<file path="src/rtl/shtmr_pkg.sv">
package shtmr_pkg;

   // Word index of each register (byte offset divided by four)
   typedef enum logic [2:0] {
      IDX_CTRL = 3'd0,
      IDX_DIV  = 3'd1,
      IDX_LIM  = 3'd2,
      IDX_CMP  = 3'd3,
      IDX_CNT  = 3'd4
   } reg_idx_e;

   localparam int CTRL_RUN_BIT   = 0;
   localparam int CTRL_FORCE_BIT = 1;
   localparam int MAP_ADDR_BITS  = 5;

endpackage

</file>
<file path="src/rtl/shtmr_shadow.sv">
// One preload/active register pair. The load takes the preload value as it
// stood before this edge, so a same-edge write waits for the next load.
module shtmr_shadow #(
   parameter int W = 16
) (
   input  logic         clk_i,
   input  logic         rst_ni,
   input  logic         wr_i,
   input  logic [W-1:0] wdata_i,
   input  logic         load_i,
   output logic [W-1:0] pre_o,
   output logic [W-1:0] act_o
);

   if (W < 1) begin : g_bad_width
      $error("shtmr_shadow: W must be at least 1");
   end

   always_ff @(posedge clk_i or negedge rst_ni) begin
      if (!rst_ni) begin
         pre_o <= '0;
         act_o <= '0;
      end else begin
         if (wr_i)   pre_o <= wdata_i;
         if (load_i) act_o <= pre_o;
      end
   end


   act_hold_chk: assert property (@(posedge clk_i) disable iff (!rst_ni)
      !load_i |=> $stable(act_o));


   load_old_chk: assert property (@(posedge clk_i) disable iff (!rst_ni)
      (load_i && wr_i) |=> (act_o == $past(pre_o)));

endmodule

</file>
<file path="src/rtl/shtmr_divider.sv">
// Clock divider: one tick every (limit+1) enabled cycles.
module shtmr_divider #(
   parameter int W = 16
) (
   input  logic         clk_i,
   input  logic         rst_ni,
   input  logic         run_i,
   input  logic         clr_i,
   input  logic [W-1:0] limit_i,
   output logic         tick_o
);

   logic [W-1:0] div_q;

   assign tick_o = run_i && !clr_i && (div_q == limit_i);

   always_ff @(posedge clk_i or negedge rst_ni) begin
      if (!rst_ni)      div_q <= '0;
      else if (clr_i)   div_q <= '0;
      else if (tick_o)  div_q <= '0;
      else if (run_i)   div_q <= div_q + 1'b1;
   end


   div_hold_chk: assert property (@(posedge clk_i) disable iff (!rst_ni)
      (!run_i && !clr_i) |=> $stable(div_q));


   div_clear_chk: assert property (@(posedge clk_i) disable iff (!rst_ni)
      clr_i |=> (div_q == '0));

endmodule

</file>
<file path="src/rtl/shtmr_counter.sv">
// Main up-counter with rollover at the active limit.
module shtmr_counter #(
   parameter int W = 16
) (
   input  logic         clk_i,
   input  logic         rst_ni,
   input  logic         tick_i,
   input  logic         clr_i,
   input  logic [W-1:0] limit_i,
   output logic [W-1:0] cnt_o,
   output logic         wrap_o
);

   assign wrap_o = tick_i && (cnt_o == limit_i);

   always_ff @(posedge clk_i or negedge rst_ni) begin
      if (!rst_ni)      cnt_o <= '0;
      else if (clr_i)   cnt_o <= '0;
      else if (wrap_o)  cnt_o <= '0;
      else if (tick_i)  cnt_o <= cnt_o + 1'b1;
   end


   wrap_zero_chk: assert property (@(posedge clk_i) disable iff (!rst_ni)
      wrap_o |=> (cnt_o == '0));


   step_one_chk: assert property (@(posedge clk_i) disable iff (!rst_ni)
      (tick_i && !wrap_o && !clr_i) |=> (cnt_o == $past(cnt_o) + 1'b1));

endmodule

</file>
<file path="src/rtl/shadow_timer.sv">
module shadow_timer
   import shtmr_pkg::*;
#(
   parameter int DATA_W = 32,
   parameter int CNT_W  = 16,
   parameter int DIV_W  = 16,
   parameter int ADDR_W = 5
) (
   input  logic              clk_i,
   input  logic              rst_ni,
   input  logic              bus_sel_i,
   input  logic              bus_wr_i,
   input  logic [ADDR_W-1:0] bus_addr_i,
   input  logic [DATA_W-1:0] bus_wdata_i,
   output logic [DATA_W-1:0] bus_rdata_o,
   output logic              upd_o,
   output logic              cmp_o
);

   if (CNT_W > DATA_W || DIV_W > DATA_W) begin : g_bad_fit
      $error("shadow_timer: CNT_W and DIV_W must fit in DATA_W");
   end
   if (DATA_W < 2) begin : g_bad_data
      $error("shadow_timer: DATA_W must hold the control bits");
   end
   if (ADDR_W < MAP_ADDR_BITS) begin : g_bad_addr
      $error("shadow_timer: ADDR_W too small for the register map");
   end

   // ---------------- address decode ----------------
   reg_idx_e   idx;
   logic       in_map;
   logic       wr_any;
   logic       wr_ctrl, wr_div, wr_lim, wr_cmp;
   logic       unused_wdata;

   assign idx    = reg_idx_e'(bus_addr_i[4:2]);
   assign in_map = ((bus_addr_i >> MAP_ADDR_BITS) == '0) && (bus_addr_i[1:0] == 2'b00);
   assign wr_any = bus_sel_i && bus_wr_i && in_map;
   assign wr_ctrl = wr_any && (idx == IDX_CTRL);
   assign wr_div  = wr_any && (idx == IDX_DIV);
   assign wr_lim  = wr_any && (idx == IDX_LIM);
   assign wr_cmp  = wr_any && (idx == IDX_CMP);
   assign unused_wdata = ^bus_wdata_i;

   // ---------------- control ----------------
   logic run_q;
   logic force_upd;
   logic tick, wrap, uev;

   assign force_upd = wr_ctrl && bus_wdata_i[CTRL_FORCE_BIT];
   assign uev       = wrap || force_upd;

   always_ff @(posedge clk_i or negedge rst_ni) begin
      if (!rst_ni) begin
         run_q <= 1'b0;
         upd_o <= 1'b0;
      end else begin
         if (wr_ctrl) run_q <= bus_wdata_i[CTRL_RUN_BIT];
         upd_o <= uev;
      end
   end

   // ---------------- preload / active pairs ----------------
   logic [DIV_W-1:0] div_pre, div_act;
   logic [CNT_W-1:0] lim_pre, lim_act;
   logic [CNT_W-1:0] cmp_pre, cmp_act;
   logic [CNT_W-1:0] cnt_q;

   shtmr_shadow #(.W(DIV_W)) u_div_reg (
      .clk_i, .rst_ni, .wr_i(wr_div), .wdata_i(bus_wdata_i[DIV_W-1:0]),
      .load_i(uev), .pre_o(div_pre), .act_o(div_act));

   shtmr_shadow #(.W(CNT_W)) u_lim_reg (
      .clk_i, .rst_ni, .wr_i(wr_lim), .wdata_i(bus_wdata_i[CNT_W-1:0]),
      .load_i(uev), .pre_o(lim_pre), .act_o(lim_act));

   shtmr_shadow #(.W(CNT_W)) u_cmp_reg (
      .clk_i, .rst_ni, .wr_i(wr_cmp), .wdata_i(bus_wdata_i[CNT_W-1:0]),
      .load_i(uev), .pre_o(cmp_pre), .act_o(cmp_act));

   // ---------------- counting ----------------
   shtmr_divider #(.W(DIV_W)) u_divider (
      .clk_i, .rst_ni, .run_i(run_q), .clr_i(force_upd),
      .limit_i(div_act), .tick_o(tick));

   shtmr_counter #(.W(CNT_W)) u_counter (
      .clk_i, .rst_ni, .tick_i(tick), .clr_i(force_upd),
      .limit_i(lim_act), .cnt_o(cnt_q), .wrap_o(wrap));

   assign cmp_o = (cnt_q >= cmp_act);

   // ---------------- read mux ----------------
   always_comb begin
      bus_rdata_o = '0;
      if (in_map) begin
         case (idx)
            IDX_CTRL: bus_rdata_o[CTRL_RUN_BIT] = run_q;
            IDX_DIV:  bus_rdata_o[DIV_W-1:0]    = div_pre;
            IDX_LIM:  bus_rdata_o[CNT_W-1:0]    = lim_pre;
            IDX_CMP:  bus_rdata_o[CNT_W-1:0]    = cmp_pre;
            IDX_CNT:  bus_rdata_o[CNT_W-1:0]    = cnt_q;
            default:  bus_rdata_o               = '0;
         endcase
      end
   end


   cnt_in_range_chk: assert property (@(posedge clk_i) disable iff (!rst_ni)
      cnt_q <= lim_act);


   upd_pulse_chk: assert property (@(posedge clk_i) disable iff (!rst_ni)
      uev |=> upd_o);


   force_clear_chk: assert property (@(posedge clk_i) disable iff (!rst_ni)
      force_upd |=> (cnt_q == '0 && upd_o));


   halt_chk: assert property (@(posedge clk_i) disable iff (!rst_ni)
      (!run_q && !force_upd) |=> $stable(cnt_q));

endmodule

</file>
<file path="config.mk">
export PLATFORM = sky130hd
export DESIGN_NAME = shadow_timer
export DESIGN_NICKNAME = d
export VERILOG_FILES = /design/src/rtl/shtmr_pkg.sv /design/src/rtl/shtmr_shadow.sv /design/src/rtl/shtmr_divider.sv /design/src/rtl/shtmr_counter.sv /design/src/rtl/shadow_timer.sv
export SDC_FILE = /design/constraint.sdc
export NUM_CORES = 1
export LEC_CHECK = 0
export BUFFER_PORTS_ARGS = -buffer_cell sky130_fd_sc_hd__buf_2
export CAP_MARGIN = 20
export CORE_AREA = 2 2 143 145
export CTS_CLUSTER_SIZE = 20
export DETAILED_ROUTE_END_ITERATION = 12
export DIE_AREA = 0 0 145 147
export PLACE_DENSITY = 0.61
export SKIP_LAST_GASP = 1
export SLEW_MARGIN = 40
export SYNTH_ARGS = -nofsm -noshare
export SYNTH_HDL_FRONTEND = slang
export SYNTH_SLANG_ARGS = --single-unit
</file>
<file path="constraint.sdc">
create_clock -name clk_i -period 6.7 [get_ports clk_i]
set_input_delay 1.34 -clock clk_i [delete_from_list [all_inputs] [get_ports clk_i]]
set_output_delay 1.34 -clock clk_i [all_outputs]
set_load 0.01 [all_outputs]
</file>
==> impl_metrics.py <==
metrics = {
    "floorplanning": {
        "area_enclosed_by_the_die_boundary_mm2": 0.02132,
        "top_level_ports": 75,
        "height_of_the_chip_um": 147,
        "coreArea_mm2": 0.01984,
        "die-width_um": 145,
        "start_util_pct": 34.31,
        "number_of_placement_rows": 52,
    },
    "sta": {
        "fin_worst_hold_slack_ns": 0.4784,
        "layout_setup_ws_ns": 2.245,
        "layout_worst_path_cycle_share_pct": 66.50,
        "rsz_0062_raised_after_global_routing": "false",
        "tightest_slew_ns": 0.7898,
        "slew_headroom_pct": 47.15,
        "setup-violations-final": 0,
        "timing.setup.tns_ns": 0,
        "finalMaxSlewViolations": 0,
        "period_minus_slack_ns": 4.456,
        "worst_skew_ns": 0.005295,
        "hold_viol": 0,
        "clock.fmax_mhz": 224.4,
    },
    "setup_path": {
        "timing_worst_setup_path_type": "in -> out",
        "end_kind": "output port",
        "worst-endpoint-arrival_ns": 3.12,
        "timing.critical_path.required_ns": 5.36,
        "critPathMaxFanout": 17,
        "setup.worst_path.start_class": "input port",
    },
    "pwr": {
        "p_total_w": 0.002254,
        "cellPowerDensity_mw_per_mm2": 290.4,
        "worst_ir_drop_vdd_mv": 0.1871,
        "total_leakage_power_nw": 3.475,
    },
    "placed_design": {
        "dp_hpwl_mm": 11.17,
        "numPortBuffers": 42,
        "pre_cts_slack_ns": 2.235,
        "routability_cong": 0.7655,
        "number_of_placed_instances_with_taps_included": 890,
    },
    "cells_and_area": {
        "multi_input_comb_area_mm2": 0.003283,
        "register_area_mm2": 0.003253,
        "stdcell_count": 920,
        "drive_gt1_share_pct": 23.85,
        "num-nets-final": 698,
        "count_of_inserted_antenna_diode_cells": 0,
        "syn2layout_area_growth_pct": 13.98,
        "fillCellCount": 1913,
    },
    "clock_tree": {
        "cts.path.max_buffers": 2,
        "ctsRootBufferMaster": "sky130_fd_sc_hd__clkbuf_16",
        "clkLatencyLatePin_ns": 0.42,
        "cts.clk_slew.worst_paths_ns": 0.05,
        "cts_post_setup_buffers_inserted": 0,
        "cts_htree_levels": 4,
        "numClockSinks": 130,
        "postCtsResizedCells": 0,
        "cts_tree": "built",
        "post_cts_hold_buffer_count": 0,
        "cts_inserted_buffers": 17,
    },
    "grt": {
        "antenna_violations_before_repair": 0,
        "gr-total-overflow": 0,
        "global_route.usage.total_pct": 15.53,
        "grt_first_pass_wirelength_mm": 25.72,
        "grt_start_max_net_pins": 84,
        "grt_pass1_vias": 4572,
    },
    "routing": {
        "routed-via-count": 4618,
        "detail-route-antenna-nets": 0,
        "first_iter_violations": 245,
        "wl_per_cell_um": 17.03,
        "drc_violations": 0,
        "firstDrtPassIters": 5,
        "vias_per_cell": 5.020,
        "routed_wirelength_mm": 15.67,
    },
    "status": {
        "status": "completed",
    },
    "synthesis": {
        "ys.warnings.count": 0,
        "netlist.area_leader.share_pct": 47.78,
        "ys_types": 57,
        "number_of_synthesized_flops_with_an_enable_pin": 0,
        "synth-main-ff-cell": "sky130_fd_sc_hd__dfrtp_1",
        "synth.avg_cell_area_um2": 11.33,
        "async_flop_share_pct": 100.0,
        "ys_top_cells_by_area": "sky130_fd_sc_hd__dfrtp_1 (48%), sky130_fd_sc_hd__mux2_2 (9.1%), sky130_fd_sc_hd__mux2_1 (5.3%), sky130_fd_sc_hd__xnor2_1 (4.4%), sky130_fd_sc_hd__ha_1 (3.3%)",
        "post-synth-top-area-cell": "sky130_fd_sc_hd__dfrtp_1",
        "synth-seq-cells": 130,
        "synth-seq-area-share_pct": 47.78,
        "syn_area_mm2": 0.006809,
        "netlist_top_cells_count": "sky130_fd_sc_hd__dfrtp_1 (130), sky130_fd_sc_hd__mux2_2 (55), sky130_fd_sc_hd__nor2_1 (51)",
        "syn-instance-count": 601,
        "synth.most_common_cell": "sky130_fd_sc_hd__dfrtp_1",
    },
    "hold_path": {
        "hold_path.class": "reg -> reg",
    },
    "job": {
        "drv_cap": 0,
    },
}
layout by cell type, fill, tap and decap left out, drive strengths merged, types with 4 or more instances in the layout:
| cell type | count |
|---|---|
| nand4 | 16 |
| o21ai | 21 |
| ha | 18 |
| conb | 16 |
| nor3 | 10 |
| nor4 | 4 |
| a221oi | 15 |
| or3 | 4 |
| and3 | 5 |
| nor2b | 4 |
| nand2 | 25 |
| buf | 47 |
| xor2 | 12 |
| nor2 | 51 |
| mux2 | 97 |
| inv | 17 |
| a22oi | 15 |
| nand3b | 4 |
| nand3 | 17 |
| a21o | 5 |
| clkinv | 6 |
| dfrtp | 130 |
| a31oi | 5 |
| clkbuf | 25 |
| a21oi | 19 |
| nand2b | 4 |
| xnor2 | 34 |
sequential cells by signal (all words and copies together), names as in the netlist:
register / flops
u_divider.div_q: 16
u_counter.cnt_o: 16
u_cmp_reg.pre_o: 16
u_cmp_reg.act_o: 16
u_lim_reg.act_o: 16
u_div_reg.pre_o: 16
u_div_reg.act_o: 16
u_lim_reg.pre_o: 16
upd_o: 1
run_q: 1
stage by stage:
stage | instance area (um2) | utilization (%)
detailed placement | 7209 | 36.33
CTS | 7756 | 39.09
finish | 7761 | 39.11
global placement | 7201 | 36.29
global route | 7761 | 39.11
floorplan | 6865 | -
critical path, stage by stage:
cell	delay (ns)
sky130_fd_sc_hd__buf_2	0.15
sky130_fd_sc_hd__nor2_1	0.22
sky130_fd_sc_hd__and2_1	0.63
sky130_fd_sc_hd__o21ai_2	0.39
sky130_fd_sc_hd__nor2_1	0.22
sky130_fd_sc_hd__buf_2	0.15
area by class of cell:
cell class,count,area share [%]
clock inverter,6,0.7093
inverter,18,0.9350
tap,270,4.353
clock buffer,24,6.336
multi-input combinational,424,42.30
sequential,130,41.92
timing repair buffer,48,3.450
per-layer routing:
metal	vias to the layer above	track usage [%]	share of wire (%)
met5	-	0	0
met4	0	5.990	1.9
met3	20	2.888	3.8
met2	85	25.76	49
met1	2300	20.27	46
li1	2213	-	-
kinds of logic (layout without fill, tap and decap cells):
| logic type | Yosys count | count (layout) | share of synthesized area (%) |
|---|---|---|---|
| adders and majority gates | 18 | 18 | 3.308 |
| buffers and inverters | 62 | 96 | 4.998 |
| AOI/OAI and AO/OA | 90 | 90 | 9.005 |
| and+or+nand+nor | 154 | 154 | 11.72 |
| DFF | 130 | 130 | 47.78 |
| muxes | 100 | 100 | 17.22 |
| other | 1 | 16 | 0.05507 |
| xor gates and xnor gates | 46 | 46 | 5.917 |
final timing paths:
path	start	to	slack (ns)	depth (start not counted)
min in group asynchronous	rst_ni	u_lim_reg.pre_o[8]	0.85	1
setup / recovery	bus_addr_i[3]	bus_rdata_o[15]	2.24	6
setup reg to reg	u_counter.cnt_o[0]	u_div_reg.act_o[14]	3.84	7
hold / removal	u_cmp_reg.act_o[14]	u_cmp_reg.act_o[14]	0.48	1
hold reg to reg	u_cmp_reg.act_o[14]	u_cmp_reg.act_o[14]	0.48	1
max in group asynchronous	rst_ni	u_divider.div_q[3]	4.77	2
where the power goes:
part           switching [W]  leakage, nW  total (W)  internal [W]
clock network       0.000325        0.275   0.000866      0.000541
registers           0.000125         1.75   0.000991      0.000866
logic               0.000218         1.45   0.000397      0.000180
total               0.000667         3.47    0.00225       0.00159
Note: power is estimated with default switching activity, not from simulation.
